### config.mk
export PLATFORM = sky130hd
export DESIGN_NAME = dbg_session_ctrl
export DESIGN_NICKNAME = d
export VERILOG_FILES = /design/src/rtl/dbg_session_ctrl.sv
export SDC_FILE = /design/constraint.sdc
export NUM_CORES = 1
export LEC_CHECK = 0
export ABC_AREA = 0
export BUFFER_PORTS_ARGS = -buffer_cell sky130_fd_sc_hd__clkbuf_2
export CORE_AREA = 2 2 39 41
export DETAILED_ROUTE_END_ITERATION = 7
export DIE_AREA = 0 0 41 43
export PLACE_DENSITY_LB_ADDON = 0.3
export SLEW_MARGIN = 20
export SYNTH_ARGS = -nofsm -noshare
export SYNTH_HDL_FRONTEND = slang
export SYNTH_SLANG_ARGS = --single-unit
### constraint.sdc
create_clock -name clk -period 1.59 [get_ports clk]
set_clock_uncertainty 0.05 [all_clocks]
set_input_delay 0 -clock clk [delete_from_list [all_inputs] [get_ports clk]]
set_output_delay 0 -clock clk [all_outputs]
set_load 0.005 [all_outputs]
### src/rtl/dbg_session_ctrl.sv
module dbg_session_ctrl #(
  parameter int PWR_W = 2
) (
  input  logic             clk,
  input  logic             rst_n,
  input  logic             cmd_go_stay,
  input  logic             cmd_go_exit,
  input  logic             scan_loaded,
  input  logic             ext_dbg_req,
  input  logic             core_insn_done,
  input  logic             core_pipe_saved,
  input  logic [PWR_W-1:0] pwr_state,
  output logic             dbg_req,
  output logic             core_step,
  output logic             core_resume,
  output logic [PWR_W-1:0] resume_pwr,
  output logic             st_in_debug,
  output logic             st_session,
  output logic             st_stepping,
  output logic             st_go_err,
  output logic             wake
);

  typedef enum logic [1:0] {S_IDLE, S_ENTER, S_HALT, S_STEP} state_t;

  state_t           state, state_nx;
  logic             scan_ok;
  logic [PWR_W-1:0] saved_pwr;

  wire go_any      = cmd_go_stay | cmd_go_exit;
  wire halted      = (state == S_HALT);
  wire go_ok       = halted & go_any & scan_ok;
  wire go_bad      = halted & go_any & ~scan_ok;
  wire exit_ok     = go_ok & cmd_go_exit;
  wire exit_resume = exit_ok & ~ext_dbg_req;
  wire step_ok     = go_ok & ~cmd_go_exit;
  wire start_req   = (state == S_IDLE) & ext_dbg_req;

  always_comb begin
    state_nx = state;
    case (state)
      S_IDLE:  if (ext_dbg_req)     state_nx = S_ENTER;
      S_ENTER: if (core_pipe_saved) state_nx = S_HALT;
      S_HALT: begin
        if (exit_resume)  state_nx = S_IDLE;
        else if (step_ok) state_nx = S_STEP;
      end
      S_STEP:  if (core_insn_done)  state_nx = S_HALT;
      default: state_nx = S_IDLE;
    endcase
  end

  always_ff @(posedge clk or negedge rst_n) begin
    if (!rst_n) begin
      state       <= S_IDLE;
      scan_ok     <= 1'b0;
      st_go_err   <= 1'b0;
      saved_pwr   <= '0;
      core_step   <= 1'b0;
      core_resume <= 1'b0;
    end else begin
      state       <= state_nx;
      core_step   <= step_ok;
      core_resume <= exit_resume;
      if (scan_loaded)  scan_ok <= 1'b1;
      else if (go_ok)   scan_ok <= 1'b0;
      if (scan_loaded)  st_go_err <= 1'b0;
      else if (go_bad)  st_go_err <= 1'b1;
      if (start_req)    saved_pwr <= pwr_state;
    end
  end

  assign dbg_req     = (state == S_ENTER);
  assign st_in_debug = (state == S_HALT);
  assign st_stepping = (state == S_STEP);
  assign st_session  = (state != S_IDLE);
  assign wake        = st_session;
  assign resume_pwr  = saved_pwr;

  assert_req_held_R3: assert property (@(posedge clk) disable iff (!rst_n)
    (dbg_req && !core_pipe_saved) |=> dbg_req);

  assert_req_not_in_debug_R3: assert property (@(posedge clk) disable iff (!rst_n)
    dbg_req |-> !st_in_debug);

  assert_pulse_excl_R9: assert property (@(posedge clk) disable iff (!rst_n)
    $onehot0({core_step, core_resume}));

  assert_step_armed_R4: assert property (@(posedge clk) disable iff (!rst_n)
    $rose(core_step) |-> ($past(scan_ok) && $past(cmd_go_stay) && !$past(cmd_go_exit)));

  assert_resume_ends_R6: assert property (@(posedge clk) disable iff (!rst_n)
    core_resume |-> (!st_session && !dbg_req && $past(st_in_debug)));

  assert_err_sticky_R5: assert property (@(posedge clk) disable iff (!rst_n)
    (st_go_err && !scan_loaded) |=> st_go_err);

  assert_wake_session_R10: assert property (@(posedge clk) disable iff (!rst_n)
    st_session |-> wake);

endmodule

==> metrics.txt, run 1 <==
f_max 0.7174 GHz; Core ar. 0.001384 sq mm; M1 wire length 311 um; Skew-Pair Late Insertion Delay 0.24 ns; ANT nets after route 0; I/O pin count 20; Post-DP HPWL 574.5 um; Worst Max-Slew Pin Slew 0.2613 ns; hold_ws 0.08101 ns; DR DRC count 0; final wirelength 717 um; crit-path max cell delay 0.41 ns; layout cell share with drive strength beyond 1 47.62%; commonest non-fill, non-tap cell in the layout clkbuf_2; Netlist Area Pre-Place 361.6 sq um; #FFs+latches synth 8; PD cells 1431 mW/mm^2; Top Family by Delay on Critical Path simple AND/OR/NAND/NOR gates; grt ovf 0; sw frac 31.66%; Worst EP arrival 1.47 ns; syn_area_per_cell 10.96 sq um; crit end category flip-flop; Root Buffer clkbuf_4; gr usage total 9.909%; first-pass GRT wire length 1193 um; Setup Fix Bufs, Post-CTS 0; CTS Buf Count 3; leak pwr 0.0003033 uW; Layout Nets 75; Crit path buffers/inverters 0; DR top layer met3; Die ar. 0.001763 sq mm; placed cell areas 476.7 sq um; Starting Density 26.13%; setup repair after global routing missed its margin false; peak supply drop 451.5 uV; routability cong. 0.7223; Worst R2R End resume_pwr[1]; fin crit share 87.66%; largest fanout on the critical path 6; status completed; CTS tree done; Max Cap Viol 0; final setup fails 0; Int Pwr 566.4 uW; syn nets 43; Reg power frac 37.8%; average wire per standard cell 9.076 um; Final Core Density 41.86%; Synth cell types 19; die width 41 um; fin. max-slew vios 0; switching power 262.4 uW; sequential area share after synthesis 55.36%; # clock sinks 8; via count 335; critical path required time 1.67 ns; R2R Path Start state[0]; clock buffer depth 2; most frequent cells in the layout clkbuf_2 (19), dfrtp_1 (8), dlygate4sd3_1 (8); Synth Warn # 0; Buffers on Ports 19; Syn-to-layout area delta 60.21%; final worst path period need 1.394 ns; H-tree depth 1; post-route cell area 579.3 sq um; number of antenna violations at the first check in global routing 0; highest-delay cell along the critical path dfrtp_1; fill count 145; Met3 Wirelength 58 um; count of final hold-check violations 0; largest net degree at the start of global routing 9; Initial DRT Pass Iterations 2; # rows 14; Diodes inserted 0; die height 43 um; R2R Setup Slk 0.20 ns; WL met2 348 um; drt via density 4.241; vias in the first global route 332; Synth Instances 33; cells on worst reg2reg path 3; kind of critical path reg -> reg; Hold Crit Class in -> async; combinational share of power 44.7%; worst rel slew slack 82.45%; CP cell instances or2_2 -> nor2_4 -> mux2_2; clock share of power 17.6%; setup tns final 0 ns; First DRT Iteration DRCs 1; Startpoint Class flip-flop; register clock-pin slew on the reported worst setup and hold paths 0.05 ns
==> flip-flops by register name, indices dropped and copies added (netlist names) <==
name	count
core_step	1
st_go_err	1
core_resume	1
state	2
resume_pwr	2
scan_ok	1
==> metrics by stage <==
| stage | setup slack [ns] | cells | total power (uW) |
|---|---|---|---|
| finish | 0.1961 | 79 | 828.8 |
| global route | 0.1469 | 79 | 909.2 |
| CTS | 0.1917 | 79 | 845.0 |
| detailed placement | 0.1988 | 68 | 676.6 |
| global placement | 0.2305 | 68 | 676.7 |
| floorplan | 0.2304 | 33 | 536.5 |
==> worst max-delay path by stage <==
stage	slack, ns	from	depth (start not counted)	end
6_report	0.20	state[0]	3	resume_pwr[1]
5_1_grt	0.15	state[0]	3	resume_pwr[0]
4_1_cts	0.19	state[0]	3	resume_pwr[1]
3_5_place_dp	0.20	state[0]	3	resume_pwr[1]
3_3_place_gp	0.23	state[0]	3	resume_pwr[0]
2_1_floorplan	0.23	state[1]	3	resume_pwr[0]
==> cell type report <==
class	instances	area, sq um	area share, %
clock buffers	3	22.52	3.888
multi-input cells	21	142.6	24.62
inverters	3	11.26	1.944
well taps	16	20.02	3.456
repair buffers	28	182.7	31.53
flip-flops and latches	8	200.2	34.56
==> power by group through the flow <==
| stage | Sequential [uW] | Clock (uW) | Combinational, uW |
|---|---|---|---|
| 2_1_floorplan | 329 | 0 | 207 |
| 3_3_place_gp | 317 | 0 | 359 |
| 3_5_place_dp | 316 | 0 | 360 |
| 4_1_cts | 313 | 156 | 376 |
| 5_1_grt | 322 | 161 | 426 |
| 6_report | 313 | 146 | 370 |
==> worst reg2reg max path, delay by kind of cell (launching register included) <==
| kind | cells | cell delay (ns) |
|---|---|---|
| multiplexers | 1 | 0.34 |
| AND/OR/NAND/NOR | 2 | 0.48 |
| flip-flops | 1 | 0.41 |
==> synth_stat cells, drive strengths merged <==
library cell,instances,area [sq um]
mux2i,1,10.01
buf,1,7.510
or2,1,6.260
or3,1,6.260
a21oi,2,10.01
nand2,1,3.750
nor2,5,26.27
inv,3,11.26
a211o,1,8.760
nand2b,2,15.02
and2,1,7.510
nor3,1,5.000
dfrtp,8,200.2
mux2,2,22.52
nand3b,1,7.510
o21ai,1,5.000
and2b,1,8.760
==> repair_timing <==
action                    4_1_cts  5_1_grt
hold endpoints to repair       15        0
gates resized for setup         0        0
hold buffers                    8        0
==> layer usage <==
layer	global-route usage (%)	up-vias
met4	6.000	0
met3	3.141	0
met1	10.20	157
met5	0	-
li1	-	168
met2	16.25	10
==> kinds of logic after synthesis <==
group | after synthesis | synth area share (%)
buf+inv | 4 | 5.191
simple gates | 14 | 23.88
flops | 8 | 55.36
mux | 3 | 8.996
compound gates | 4 | 6.574
(Power assumes the default switching activity.)
==> inputs of run 2 (changes only) <==
--- a/config.mk
+++ b/config.mk
@@ -10,7 +10,6 @@
 export CORE_AREA = 2 2 39 41
 export DETAILED_ROUTE_END_ITERATION = 7
 export DIE_AREA = 0 0 41 43
-export PLACE_DENSITY_LB_ADDON = 0.3
 export SLEW_MARGIN = 20
 export SYNTH_ARGS = -nofsm -noshare
 export SYNTH_HDL_FRONTEND = slang
==> run 2 against run 1 <==
- combinational power is essentially flat
- sequential cell count is the same
- total power grew 0.33%
- setup slack gained 0.015 ns
- die area is the same
- final cell count is the same
- core utilization is the same
- non-clock buffer count is the same
- clock-buffer cell count is the same
- critical path type unchanged
==> metrics.txt, run 2 (same netlist as run 1, synthesis figures left out) <==
via count 332 (was 335); fin crit share 86.72% (was 87.66%); R2R Path Start state[0] (unchanged); die width 41 um (unchanged); commonest non-fill, non-tap cell in the layout clkbuf_2 (unchanged); Worst R2R End resume_pwr[1] (unchanged); final wirelength 741 um (was 717 um); peak supply drop 472.0 uV (was 451.5 uV); Worst Max-Slew Pin Slew 0.2540 ns (was 0.2613 ns); average wire per standard cell 9.380 um (was 9.076 um); I/O pin count 20 (unchanged); Worst EP arrival 1.46 ns (was 1.47 ns); f_max 0.7252 GHz (was 0.7174 GHz); # clock sinks 8 (unchanged); CTS Buf Count 3 (unchanged); setup tns final 0 ns (unchanged); Die ar. 0.001763 sq mm (unchanged); fin. max-slew vios 0 (unchanged); Syn-to-layout area delta 60.21% (unchanged); DR DRC count 0 (unchanged); drt via density 4.203 (was 4.241); Max Cap Viol 0 (unchanged); Hold Crit Class in -> async (unchanged); Core ar. 0.001384 sq mm (unchanged); CTS tree done (unchanged); Root Buffer clkbuf_4 (unchanged); H-tree depth 1 (unchanged); PD cells 1435 mW/mm^2 (was 1431 mW/mm^2); layout cell share with drive strength beyond 1 47.62% (unchanged); Layout Nets 75 (unchanged); DP Worst Slack 0.2054 ns (was 0.1988 ns); Initial DRT Pass Iterations 2 (unchanged); R2R Setup Slk 0.21 ns (was 0.20 ns); Startpoint Class flip-flop (unchanged); leak pwr 0.0003033 uW (unchanged); # rows 14 (unchanged); routability cong. 0.6138 (was 0.7223); largest net degree at the start of global routing 9 (unchanged); Final Core Density 41.86% (unchanged); Post-DP HPWL 573 um (was 574.5 um); kind of critical path reg -> reg (unchanged); final setup fails 0 (unchanged); first-pass GRT wire length 1159 um (was 1193 um); post-route cell area 579.3 sq um (unchanged); Diodes inserted 0 (unchanged); cells on worst reg2reg path 3 (unchanged); status completed (unchanged); Starting Density 26.13% (unchanged); Setup Fix Bufs, Post-CTS 0 (unchanged); critical path required time 1.67 ns (about the same); Buffers on Ports 19 (unchanged); grt ovf 0 (unchanged); First DRT Iteration DRCs 2 (was 1); ANT nets after route 0 (unchanged); vias in the first global route 316 (was 332); setup repair after global routing missed its margin false (unchanged); final worst path period need 1.379 ns (was 1.394 ns); register clock-pin slew on the reported worst setup and hold paths 0.05 ns (about the same); worst rel slew slack 82.94% (was 82.45%); Skew-Pair Late Insertion Delay 0.24 ns (about the same); placed cell areas 476.7 sq um (unchanged); clock buffer depth 2 (unchanged); largest fanout on the critical path 6 (unchanged); number of antenna violations at the first check in global routing 0 (unchanged); most frequent cells in the layout clkbuf_2 (19), dfrtp_1 (8), dlygate4sd3_1 (8) (unchanged); count of final hold-check violations 0 (unchanged); Final WS setup 0.2111 ns (was 0.1961 ns); die height 43 um (unchanged); crit end category flip-flop (unchanged); gr usage total 10.02% (was 9.909%)
-- run 2: cell counts in the layout (fill, tap and decap cells not counted) --
No cell type changed its count.
-- run 2: what timing repair did --
action,CTS,global route
hold endpoints to repair,15,0
hold buffers,8,0
resized for setup,0,0
-- run 2: stage by stage --
stage                     instances  hold WS (ns)  power (uW)
after global routing             79        0.1219       913.3
after CTS                        79       0.08383       851.6
final                            79       0.09953       831.6
after floorplan                  33       -0.3456       536.5
after detailed placement         68       -0.1876       678.4
after global placement           68       -0.1910       672.6
-- run 2: per-layer routing --
layer  GRT usage [%]  up-vias  part of all wire, %
met1           10.23      151                   41
met2           15.63       13                   51
li1                -      168                    -
met3           3.141        0                  7.2
met5               0        -                    0
met4           8.000        0                    0
-- run 2: worst max path at each step --
stage	startpoint	endpoint	slack [ns]	cells after the start
after floorplan	state[1]	resume_pwr[0]	0.23	3
after global placement	state[0]	resume_pwr[1]	0.24	3
after detailed placement	state[0]	resume_pwr[0]	0.21	3
after CTS	state[0]	resume_pwr[0]	0.20	3
after global routing	state[0]	resume_pwr[0]	0.16	3
final	state[0]	resume_pwr[1]	0.21	3
-- run 2: cell type report --
| type | count | area [sq um] |
|---|---|---|
| well taps | 16 | 20.02 |
| multi-input cells | 21 | 142.6 |
| inverters | 3 | 11.26 |
| fillers | 145 | 804.5 |
| flip-flops and latches | 8 | 200.2 |
| repair buffers | 28 | 182.7 |
| clock buffers | 3 | 22.52 |
-- run 2: critical path, cell delays in order, from the launching register on --
cell and delay [ns]:
dfrtp_1 0.41, or2_2 0.35, nor2_4 0.12, mux2_2 0.34
-- run 2: where the power goes --
part           switching, uW  total (uW)  internal (uW)
Clock                   62.9         149           86.0
Sequential              40.0         313            273
Combinational            162         370            208
Total                    265         832            567
